$ cat src/rtl/vc_link_mux.sv
module vc_link_mux #(
  parameter int NUM_VC     = 4,
  parameter int DATA_W     = 16,
  parameter int FIFO_DEPTH = 4,
  parameter int RX_DEPTH   = 2,
  localparam int VC_W  = $clog2(NUM_VC),
  localparam int PTR_W = $clog2(FIFO_DEPTH),
  localparam int CNT_W = $clog2(FIFO_DEPTH + 1),
  localparam int CRD_W = $clog2(RX_DEPTH + 1),
  localparam int ENT_W = DATA_W + 2
) (
  input  logic              clk,
  input  logic              rst_n,
  input  logic              sel_demand,
  input  logic              wr_valid,
  input  logic [VC_W-1:0]   wr_vc,
  input  logic              wr_head,
  input  logic              wr_tail,
  input  logic [DATA_W-1:0] wr_data,
  output logic [NUM_VC-1:0] wr_ready,
  input  logic [NUM_VC-1:0] credit_rtn,
  output logic              link_valid,
  output logic [VC_W-1:0]   link_vc,
  output logic              link_head,
  output logic              link_tail,
  output logic [DATA_W-1:0] link_data
);

  function automatic logic [VC_W-1:0] vc_add(input logic [VC_W-1:0] a, input int k);
    int s;
    s = int'(a) + k;
    if (s >= NUM_VC) s = s - NUM_VC;
    return VC_W'(s);
  endfunction

  function automatic logic [PTR_W-1:0] ptr_inc(input logic [PTR_W-1:0] p);
    return (p == PTR_W'(FIFO_DEPTH - 1)) ? '0 : p + 1'b1;
  endfunction

  logic [NUM_VC-1:0] elig;
  logic [ENT_W-1:0]  front [NUM_VC];
  logic [VC_W-1:0]   slot_q, rr_q, dm_vc, gnt_vc;
  logic              dm_hit, send;

  always_comb begin
    dm_hit = 1'b0;
    dm_vc  = '0;
    for (int i = NUM_VC - 1; i >= 0; i--) begin
      if (elig[vc_add(rr_q, i)]) begin
        dm_hit = 1'b1;
        dm_vc  = vc_add(rr_q, i);
      end
    end
  end

  assign send   = sel_demand ? dm_hit : elig[slot_q];
  assign gnt_vc = sel_demand ? dm_vc : slot_q;

  for (genvar v = 0; v < NUM_VC; v++) begin : g_vc
    logic [ENT_W-1:0] mem_q [FIFO_DEPTH];
    logic [PTR_W-1:0] rd_q, wp_q;
    logic [CNT_W-1:0] cnt_q;
    logic [CRD_W-1:0] crd_q;
    logic             open_q, push, pop;

    assign push = wr_valid && (wr_vc == VC_W'(v)) && (wr_head != open_q)
                  && (cnt_q != CNT_W'(FIFO_DEPTH));
    assign pop  = send && (gnt_vc == VC_W'(v));

    always_ff @(posedge clk or negedge rst_n) begin
      if (!rst_n) begin
        rd_q   <= '0;
        wp_q   <= '0;
        cnt_q  <= '0;
        crd_q  <= CRD_W'(RX_DEPTH);
        open_q <= 1'b0;
      end else begin
        if (push) begin
          wp_q   <= ptr_inc(wp_q);
          open_q <= !wr_tail;
        end
        if (pop) rd_q <= ptr_inc(rd_q);
        if (push && !pop)      cnt_q <= cnt_q + 1'b1;
        else if (!push && pop) cnt_q <= cnt_q - 1'b1;
        if (credit_rtn[v] && !pop && crd_q != CRD_W'(RX_DEPTH)) crd_q <= crd_q + 1'b1;
        else if (!credit_rtn[v] && pop)                          crd_q <= crd_q - 1'b1;
      end
    end

    always_ff @(posedge clk) begin
      if (push) mem_q[wp_q] <= {wr_head, wr_tail, wr_data};
    end

    assign front[v]    = mem_q[rd_q];
    assign elig[v]     = (cnt_q != '0) && (crd_q != '0);
    assign wr_ready[v] = cnt_q != CNT_W'(FIFO_DEPTH);
  end

  always_ff @(posedge clk or negedge rst_n) begin
    if (!rst_n) begin
      slot_q     <= '0;
      rr_q       <= '0;
      link_valid <= 1'b0;
      link_vc    <= '0;
      link_head  <= 1'b0;
      link_tail  <= 1'b0;
      link_data  <= '0;
    end else begin
      slot_q     <= vc_add(slot_q, 1);
      link_valid <= send;
      if (sel_demand && dm_hit) rr_q <= vc_add(dm_vc, 1);
      if (send) begin
        link_vc <= gnt_vc;
        {link_head, link_tail, link_data} <= front[gnt_vc];
      end
    end
  end

endmodule

$ cat config.mk
export PLATFORM = sky130hd
export DESIGN_NAME = vc_link_mux
export DESIGN_NICKNAME = d
export VERILOG_FILES = /design/src/rtl/vc_link_mux.sv
export SDC_FILE = /design/constraint.sdc
export NUM_CORES = 1
export LEC_CHECK = 0
export BUFFER_PORTS_ARGS = -buffer_cell sky130_fd_sc_hd__buf_2
export CORE_ASPECT_RATIO = 1.2
export CORE_UTILIZATION = 40
export CTS_CLUSTER_DIAMETER = 50
export DETAILED_ROUTE_END_ITERATION = 6
export GPL_TIMING_DRIVEN = 1
export HOLD_SLACK_MARGIN = 0.15
export PLACE_DENSITY = 0.53
export SYNTH_ARGS = -nofsm -noshare
export SYNTH_HDL_FRONTEND = slang
export SYNTH_SLANG_ARGS = --single-unit
$ cat constraint.sdc
create_clock -name clk -period 9.1 [get_ports clk]
set_input_delay 1.82 -clock clk [delete_from_list [all_inputs] [get_ports clk]]
set_output_delay 1.82 -clock clk [all_outputs]
set_load 0.01 [all_outputs]
# After elaboration in Yosys (flattened, before gate mapping)
# Memories as Yosys holds them, arrays and structs flattened.
# Cells that the tools add are included.
[totals] ram_bits=288 out_inout_bits=25 memories=4 reg_bits=65 inputBits=28 elab_cells=238
[op_classes] addsub=35 magnitude_cmp=12 n_reduce_logical=72 muxes=61 n_eq_ne=26 n_bitwise=1
[memory_table] memory="g_vc[0].mem_q" depth=4 width=18 rd=1 rd_ports_with_merged_regs=0 wr=1 line_no="60" source="logic [ENT_W-1:0] mem_q [FIFO_DEPTH];"
[memory_table] memory="g_vc[1].mem_q" depth=4 width=18 rd=1 rd_ports_with_merged_regs=0 wr=1 line_no="60"
[memory_table] memory="g_vc[2].mem_q" depth=4 width=18 rd=1 rd_ports_with_merged_regs=0 wr=1 line_no="60"
[memory_table] memory="g_vc[3].mem_q" depth=4 width=18 rd=1 rd_ports_with_merged_regs=0 wr=1 line_no="60"
[ops] op="two-way mux 2 bit" n=27
[ops] op="logical AND 1 bit" n=41
[ops] op="binary-select mux 18 bit (select 2 bit)" n=1
[ops] op="two-way mux 18 bit" n=2
[ops] op="adder 2 x 1 -> 2 bit, second input constant" n=12
[ops] op="== test 2 bit, second input constant" n=12
[ops] op="two-way mux 3 bit" n=8
[ops] op="nonzero test 2 bit" n=12
[ops] op="subtractor 2 x 1 -> 2 bit, second input constant" n=10
[ops] op="greater-or-equal comparator 3 bit, second input constant" n=6
[ops] op="two-way mux 1 bit" n=18
[ops] op="less-than comparator 2 x 3 -> 1 bit, second input constant" n=5
[ops] op="logical NOT 1 bit" n=13
[ops] op="adder 3 x 1 -> 3 bit, second input constant" n=4
[ops] op="inequality test 3 bit, second input constant" n=4
[ops] op="nonzero test 3 bit" n=4
[ops] op="subtractor 3 x 1 -> 3 bit, second input constant" n=4
[ops] op="binary-select mux 1 bit (select 2 bit)" n=5
[ops] op="adder 2 x 1 -> 3 bit, second input constant" n=3
[ops] op="inequality test 2 bit, second input constant" n=4
[ops] op="adder 2 x 2 -> 3 bit, second input constant" n=2
[ops] op="== test 2 x 1 -> 1 bit, second input constant" n=2
[ops] op="logical NOT 2 bit" n=2
[ops] op="inequality test 1 bit" n=4
[ops] op="2 further kinds" n=2

# Depth between registers and ports, before layout
# Gate-level depths: netlist (run 1).
[depth] depth_word=16 depth_mapped=14 ltp_nobuf=12

# Worst setup path before layout (run 1)
# No wires, ideal clock.
[synth_timing] path_kind="input to register" from="input sel_demand" to="register g_vc[2].cnt_q[1]" setup_slack_ns=5.137 cell_stages=10 setup_time_ns=0.125 arrival_time_ns=3.839 path_cell_list="clkbuf_1 a221oi_1 a21oi_2 or3_4 nor2_4 inv_1 ha_1 inv_1 fa_1 mux2_2"
[synth_between] elab_chain_cells=6 word_cells_on_any_way=9 classes_between="eq/ne: 1; mux: 3; reduce/logical: 5"
[synth_lines] item="start, declared" line_no="14" source="input logic sel_demand,"
[synth_lines] item="two-way mux 2 bit" line_no="57" source="assign gnt_vc = sel_demand ? dm_vc : slot_q;"
[synth_lines] item="== test 2 bit" line_no="68" source="assign pop = send && (gnt_vc == VC_W'(v));"
[synth_lines] item="logical AND 1 bit (*)" line_no="68"
[synth_lines] item="logical NOT 1 bit" line_no="83" source="if (push && !pop) cnt_q <= cnt_q + 1'b1;"
[synth_lines] item="logical AND 1 bit" line_no="83"
[synth_lines] item="two-way mux 3 bit / nonzero test 2 bit (equally long branches)"
[synth_lines] item="end signal, assigned" line_no="83"
[synth_lines] item="end signal, assigned" line_no="84" source="else if (!push && pop) cnt_q <= cnt_q - 1'b1;"
[synth_lines] item="end, declared" line_no="62" source="logic [CNT_W-1:0] cnt_q;"
# Every way passes the cells marked *; elsewhere a longest branch is shown, timed or not.
# A chain may end at the register's enable or synchronous reset.

# Final worst setup path (run 1)
[layout_timing] from="input sel_demand" to="register g_vc[0].cnt_q[2]"
[layout_between] elab_chain_cells=6 word_cells_on_any_way=9 classes_between="mux: 3; reduce/logical: 6"
[layout_lines] item="two-way mux 2 bit" line_no="57"
[layout_lines] item="logical NOT 2 bit" line_no="68"
[layout_lines] item="logical AND 1 bit (*)" line_no="68"
[layout_lines] item="logical NOT 1 bit" line_no="83"
[layout_lines] item="logical AND 1 bit" line_no="83"
[layout_lines] item="two-way mux 3 bit / nonzero test 2 bit (equally long branches)"
[layout_lines] item="end signal, assigned" line_no="83"
[layout_lines] item="end signal, assigned" line_no="84"
[layout_lines] item="end, declared" line_no="62"
# Marks and branches as above.

==> results of run 1 <==
[power breakdown]
group | internal, mW | switching, mW
Sequential | 1.95 | 0.213
Combinational | 0.690 | 0.866
Clock | 0.937 | 0.625
[cells in the mapped netlist, types with 2 or more instances]
cell type	instances
a21oi_1	28
o32a_1	5
a21o_1	2
o21ai_0	30
mux2_1	5
a211oi_1	2
mux4_2	72
clkbuf_1	31
dfrtp_1	61
ha_1	24
o22ai_1	3
o21a_1	2
mux2i_1	19
xor2_1	11
mux2_2	8
buf_4	4
nand2b_1	3
o211ai_1	21
o32ai_1	5
dfstp_2	4
o31ai_1	18
edfxtp_1	288
and2_1	19
a221oi_1	3
nand2_1	96
nor3_1	4
inv_1	20
or2_2	3
a211o_1	2
nor2_1	35
o21bai_1	2
nor2b_1	3
fa_1	4
buf_2	9
and3_1	2
xnor2_1	6
[registers in the layout, summed over array words and instances (netlist names)]
name / flops
g_vc.cnt_q: 12
g_vc.crd_q: 8
g_vc.mem_q: 288
g_vc.open_q: 4
g_vc.rd_q: 8
g_vc.wp_q: 8
link_data: 16
link_head: 1
link_tail: 1
link_valid: 1
link_vc: 2
rr_q: 2
slot_q: 2
[area by class of cell]
cell class | count | area [sq um] | area share, %
inverter | 20 | 75.1 | 0.448
multi-input combinational | 454 | 4170 | 24.9
clock inverter | 18 | 189 | 1.13
tap | 468 | 586 | 3.49
timing repair buffer | 66 | 368 | 2.19
clock buffer | 52 | 1100 | 6.55
sequential | 353 | 10300 | 61.3
[layout by cell type, fill, tap and decap left out, types with 15 or more instances in the layout]
cell       instances
a21oi_1           28
and2_1            19
buf_2             51
buf_4             15
clkbuf_16         41
dfrtp_1           61
edfxtp_1         288
ha_1              24
inv_1             20
mux2i_1           19
mux4_2            72
nand2_1           96
nor2_1            35
o211ai_1          21
o21ai_0           30
o31ai_1           18
[per-stage QoR]
step / hold WS [ns] / std cells / utilization (%) / worst slack [ns]
6_report: 0.511 / 1431 / 46.5 / 4.42
5_1_grt: 0.527 / 1431 / 46.5 / 4.16
4_1_cts: 0.509 / 1431 / 46.5 / 4.48
3_5_place_dp: 0.495 / 1361 / 42.9 / 3.92
3_3_place_gp: 0.500 / 1361 / 42.9 / 3.98
2_1_floorplan: 0.480 / 872 / - / 5.14
[worst min path at each step]
| stage | startpoint | end | cells past startpoint |
|---|---|---|---|
| 2_1_floorplan | g_vc[3].crd_q[1] | g_vc[3].crd_q[1] | 2 |
| 3_3_place_gp | link_vc[1] | link_vc[1] | 1 |
| 3_5_place_dp | link_vc[1] | link_vc[1] | 1 |
| 4_1_cts | link_vc[1] | link_vc[1] | 1 |
| 5_1_grt | link_vc[1] | link_vc[1] | 1 |
| 6_report | link_vc[0] | link_vc[0] | 1 |
[metal layers]
| layer | up-vias | wire length, microns | global-route usage [%] |
|---|---|---|---|
| li1 | 3509 | - | - |
| met1 | 3993 | 14300 | 24.4 |
| met2 | 179 | 16100 | 30.1 |
| met3 | 44 | 1280 | 2.77 |
| met4 | 0 | 746 | 5.74 |
| met5 | - | 0 | 0 |
[kinds of logic after synthesis]
group	after synthesis	synth area share [%]
buf+inv	65	1.84
compound gates	132	6.13
flops	353	69.9
simple gates	173	5.21
fa+ha+maj	28	2.59
mux	104	13.3
xor+xnor	17	1.01
==> run summary, run 1 <==
Worst Path Max Fanout - 25
Distinct cells, synth - 54
Final HPWL from detailed placement - 20400 microns
Via density - 5.40
Number of H-tree levels - 2
First-pass GRT wire length - 49100 microns
Element type at the critical path start - input pin
Post-CTS Setup Bufs - 0
Final hold viol count - 0
Initial antenna violation count - 0
Most used DFF post-synth - edfxtp_1
Count of input and output buffers - 52
Clock latency on the worst-skew pair - 0.53 ns
RR Endpoint - g_vc[1].cnt_q[2]
Hold Path Class - flop to flop
DIE WIDTH - 177 microns
Routed wire per std cell - 22.7 microns
Reg2Reg Depth - 11
Tightest Pin Transition - 1.28 ns
CTS tree - done
Post-Syn Nets - 928
CP bufs+invs - 4
Required time worst endpoint - 9.54 ns
Total power - 5.28 mW
IO Pins - 53
DRC viols - 0
Gpl congestion - 0.802
DRT Pass-1 Iters - 5
Tmin final - 4.68 ns
Post-route cell area - 16800 sq um
Synth Instances - 872
Starting DRC count in detailed routing - 581
Clock transition at the registers of the reported paths - 0.06 ns
Seq/Total Area, Yosys - 69.9%
Pwr/cell area - 315 nW/um^2
Crit share post-route - 51.5%
Congestion Overflow GR - 0
Die area - 37500 sq um
Total negative slack - 0 ns
Ant diodes - 0
YS warnings - 0
Placed instance area - 15500 sq um
Avg Inst Size Synth - 16.9 sq um
Share of the synthesized area in the top cell type - 58.8%
# clock sinks - 353
Worst setup EP type - flop
Vias - 7725
Area grow syn2layout - 14.0%
Yosys reg bits - 353
GRT Resource Usage Total - 18.1%
Gates resized, CTS repair - 0
Core area - 36000 sq um
Peak Freq - 214 MHz
CP max stage delay - 1.02 ns
Top Family by Delay on Critical Path - simple AND/OR/NAND/NOR gates
Final net count - 990
Synth area leaders - edfxtp_1 (59%), mux4_2 (11%), dfrtp_1 (10%)
RSZ-0062 raised after global routing - false
Crit Path Category - input pin to flop
Clk buf depth - 3
Slew margin rel. - 14.5%
Worst reg2reg startpoint - g_vc[3].cnt_q[0]
Hold-fix buffers at CTS - 0
Fill count - 3142
Routed Antenna Nets - 0
Clock Skew - 0.0148 ns
R2R Setup Slk - 4.96 ns
Largest net degree at the start of global routing - 66
Fraction of layout cells with a size suffix above 1 - 23.2%
Ys async rst share - 18.4%
TritonCTS Buffers - 39
Clock root buffer - clkbuf_16
Critical Path Stages - 12
Worst ir drop on vdd - 181 uV
Yosys top cell by area - edfxtp_1
Max-cap viol count - 0
Vias in the first global route - 7975
Setup crit end - g_vc[0].cnt_q[2]
Critical Path AT - 5.13 ns
DRT Wirelength - 32400 microns
Critical path launch point - sel_demand
Final setup fails - 0
Syn Std Cell Area - 14700 sq um
Die H - 212 microns
Site Rows - 76
Post-synth EDFFs - 288
Outcome - finished, final reports clean
Slowest-stage cell, CP - nor2_1
Pleak - 5.83 nW
CP cell instances - buf_2 -> nor2_1 -> a21o_1 -> buf_4 -> nor2_2 -> inv_1 -> ha_1 -> inv_1 -> fa_1 -> xor2_1 -> nor2_1 -> xor2_1
Final-report max-slew violation count - 0
Starting Density - 40.8%
No activity file was read; power rests on OpenSTA's default activity.
==> run 2, diff against run 1 <==
clock period = 4.47 ns   (was 9.1 ns; I/O delays follow)
==> run 2 against run 1 <==
Compared with the run above: routed wire length grew 1.0%; utilization grew 0.17 points; worst setup slack lost 4.1 ns; critical endpoint is now g_vc[1].cnt_q[2]; largest cell class unchanged.
==> run summary, run 2 (synthesis results as in run 1) <==
Outcome - finished, final reports clean (unchanged)
Gates resized, CTS repair - 0 (unchanged)
Hold Path Class - input pin to asynchronous set/reset pin (was flop to flop)
Clock group share of total power - 28.5% (was 29.6%)
Critical path launch point - g_vc[3].cnt_q[0] (was sel_demand)
P_sw - 3.46 mW (was 1.70 mW)
Reg power frac - 43.3% (was 41.0%)
Final core occ - 46.7% (was 46.5%)
CP cell instances - o32a_1 -> o41a_1 -> a21oi_2 -> o21bai_4 -> nand2b_2 -> ha_1 -> inv_1 -> fa_1 -> xor2_1 -> nor2_1 -> xor2_1 (was buf_2 -> nor2_1 -> a21o_1 -> buf_4 -> nor2_2 -> inv_1 -> ha_1 -> inv_1 -> fa_1 -> xor2_1 -> nor2_1 -> xor2_1)
Pwr/cell area - 632 nW/um^2 (was 315 nW/um^2)
Routed Antenna Nets - 0 (unchanged)
Fraction of layout cells with a size suffix above 1 - 24.0% (was 23.2%)
Post-CTS Setup Bufs - 0 (unchanged)
Comb pwr share - 28.3% (was 29.4%)
CP bufs+invs - 1 (was 4)
Crit Path Category - flop to flop (was input pin to flop)
Slew margin rel. - 27.8% (was 14.5%)
Initial antenna violation count - 0 (unchanged)
Ant diodes - 0 (unchanged)
Dpl ws - 0.297 ns (was 3.92 ns)
Final HPWL from detailed placement - 20900 microns (was 20400 microns)
# clock sinks - 353 (unchanged)
Final-report max-slew violation count - 0 (unchanged)
DRC viols - 0 (unchanged)
Final setup fails - 0 (unchanged)
Gpl congestion - 0.812 (was 0.802)
Largest Register - g_vc.mem_q (unchanged)
Final hold viol count - 0 (unchanged)
Via density - 5.37 (was 5.40)
Required time worst endpoint - 4.92 ns (was 9.54 ns)
Count of input and output buffers - 52 (unchanged)
Congestion Overflow GR - 0 (unchanged)
DIE WIDTH - 177 microns (unchanged)
Routed wire per std cell - 22.6 microns (was 22.7 microns)
TritonCTS Buffers - 39 (unchanged)
Area grow syn2layout - 14.4% (was 14.0%)
Crit path top cell by count - xor2_1
Starting DRC count in detailed routing - 500 (was 581)
Pleak - 5.90 nW (was 5.83 nW)
Number of H-tree levels - 2 (unchanged)
Worst ir drop on vdd - 257 uV (was 181 uV)
Clock Skew - 0.0217 ns (was 0.0148 ns)
Tightest Pin Transition - 1.08 ns (was 1.28 ns)
Internal Pwr Total - 7.18 mW (was 3.58 mW)
Clock transition at the registers of the reported paths - 0.06 ns (about the same)
Worst Path Max Fanout - 26 (was 25)
Setup WS post-layout - 0.305 ns (was 4.42 ns)
Commonest non-fill, non-tap cell in the layout - edfxtp_1 (unchanged)
Slowest-stage cell, CP - a21oi_2 (was nor2_1)
Commonest cells after routing, fill and taps aside - edfxtp_1 (288), nand2_1 (96), mux4_2 (72) (unchanged)
Clock root buffer - clkbuf_16 (unchanged)
DRT Wirelength - 32700 microns (was 32400 microns)
Switching power share of the total - 32.5% (was 32.2%)
Max-cap viol count - 0 (unchanged)
Peak Freq - 240 MHz
Tmin final - 4.17 ns
Critical Path AT - 4.62 ns (was 5.13 ns)
Biggest regs - g_vc.mem_q: 288 flops, link_data: 16 flops, g_vc.cnt_q: 12 flops (unchanged)
Final net count - 1008 (was 990)
Clock latency on the worst-skew pair - 0.53 ns (about the same)
CTS tree - done (unchanged)
Die H - 212 microns (unchanged)
Worst reg2reg startpoint - g_vc[3].cnt_q[0] (unchanged)
Hold WS - 0.488 ns (was 0.511 ns)
Site Rows - 76 (unchanged)
Element type at the critical path start - flop (was input pin)
Vias - 7775 (was 7725)
Crit share post-route - 93.2%
Core area - 36000 sq um (unchanged)
RSZ-0062 raised after global routing - false (unchanged)
Starting Density - 40.8% (unchanged)
Top Family by Delay on Critical Path - compound AO/OA/AOI/OAI gates (was simple AND/OR/NAND/NOR gates)
First-pass GRT wire length - 49900 microns (was 49100 microns)
Vias in the first global route - 7935 (was 7975)
GRT Resource Usage Total - 18.2% (was 18.1%)
Clk buf depth - 3 (unchanged)
R2R Setup Slk - 0.30 ns (was 4.96 ns)
Max FFs per register - 288 (unchanged)
DRT Pass-1 Iters - 6 (was 5)
Total power - 10.6 mW (was 5.28 mW)
Hold-fix buffers at CTS - 0 (unchanged)
Die area - 37500 sq um (unchanged)
Largest net degree at the start of global routing - 66 (unchanged)
Worst setup EP type - flop (unchanged)
Total negative slack - 0 ns (unchanged)
IO Pins - 53 (unchanged)
CP max stage delay - 0.80 ns (was 1.02 ns)
-- run 2: worst reg2reg max path, delay by kind of cell (launching register included) --
family	cells	cell delay (ns)
adders and majority gates	2	0.58
and+or+nand+nor	2	0.42
AOI/OAI and AO/OA	4	2.27
DFF	1	0.45
xor gates and xnor gates	2	0.32
buffers and inverters	1	0.06
-- run 2: final cells by class --
class,count,area [sq um]
Clock buffer,48,1020
Clock inverter,21,180
Fill cell,3079,19200
Inverter,20,75.1
Multi-Input combinational cell,454,4170
Sequential cell,353,10300
Tap cell,468,586
Timing Repair Buffer,84,515
-- run 2: worst paths after layout --
| check | endpoint | cells after the start |
|---|---|---|
| hold reg to reg | link_vc[1] | 1 |
| hold / removal | g_vc[2].wp_q[1] | 1 |
| setup reg to reg | g_vc[1].cnt_q[2] | 11 |
| min in group clk | link_vc[1] | 1 |
| setup / recovery | g_vc[1].cnt_q[2] | 11 |
| max in group asynchronous | g_vc[0].crd_q[0] | 1 |
-- run 2: power groups by stage --
stage | Clock (mW) | Combinational (mW) | Sequential (mW)
after floorplan | 0 | 2.34 | 4.31
after global placement | 0 | 3.03 | 4.68
after detailed placement | 0 | 3.06 | 4.69
after CTS | 3.11 | 3.08 | 4.62
after global routing | 3.23 | 3.32 | 4.70
final | 3.03 | 3.01 | 4.61
-- run 2: per-layer routing --
layer / wire length [microns] / up-vias / part of all wire [%] / track usage (%)
li1: - / 3544 / - / -
met1: 14500 / 4006 / 44 / 24.9
met2: 16100 / 176 / 49 / 30.1
met3: 1340 / 49 / 4.1 / 2.84
met4: 790 / 0 / 2.4 / 5.59
met5: 0 / - / 0 / 0
-- run 2: metrics by stage --
| stage | cells | cell area (sq um) |
|---|---|---|
| 3_5_place_dp | 1379 | 15600 |
| 3_3_place_gp | 1379 | 15600 |
| 4_1_cts | 1448 | 16800 |
| 2_1_floorplan | 872 | 14700 |
| 5_1_grt | 1448 | 16800 |
| 6_report | 1448 | 16800 |
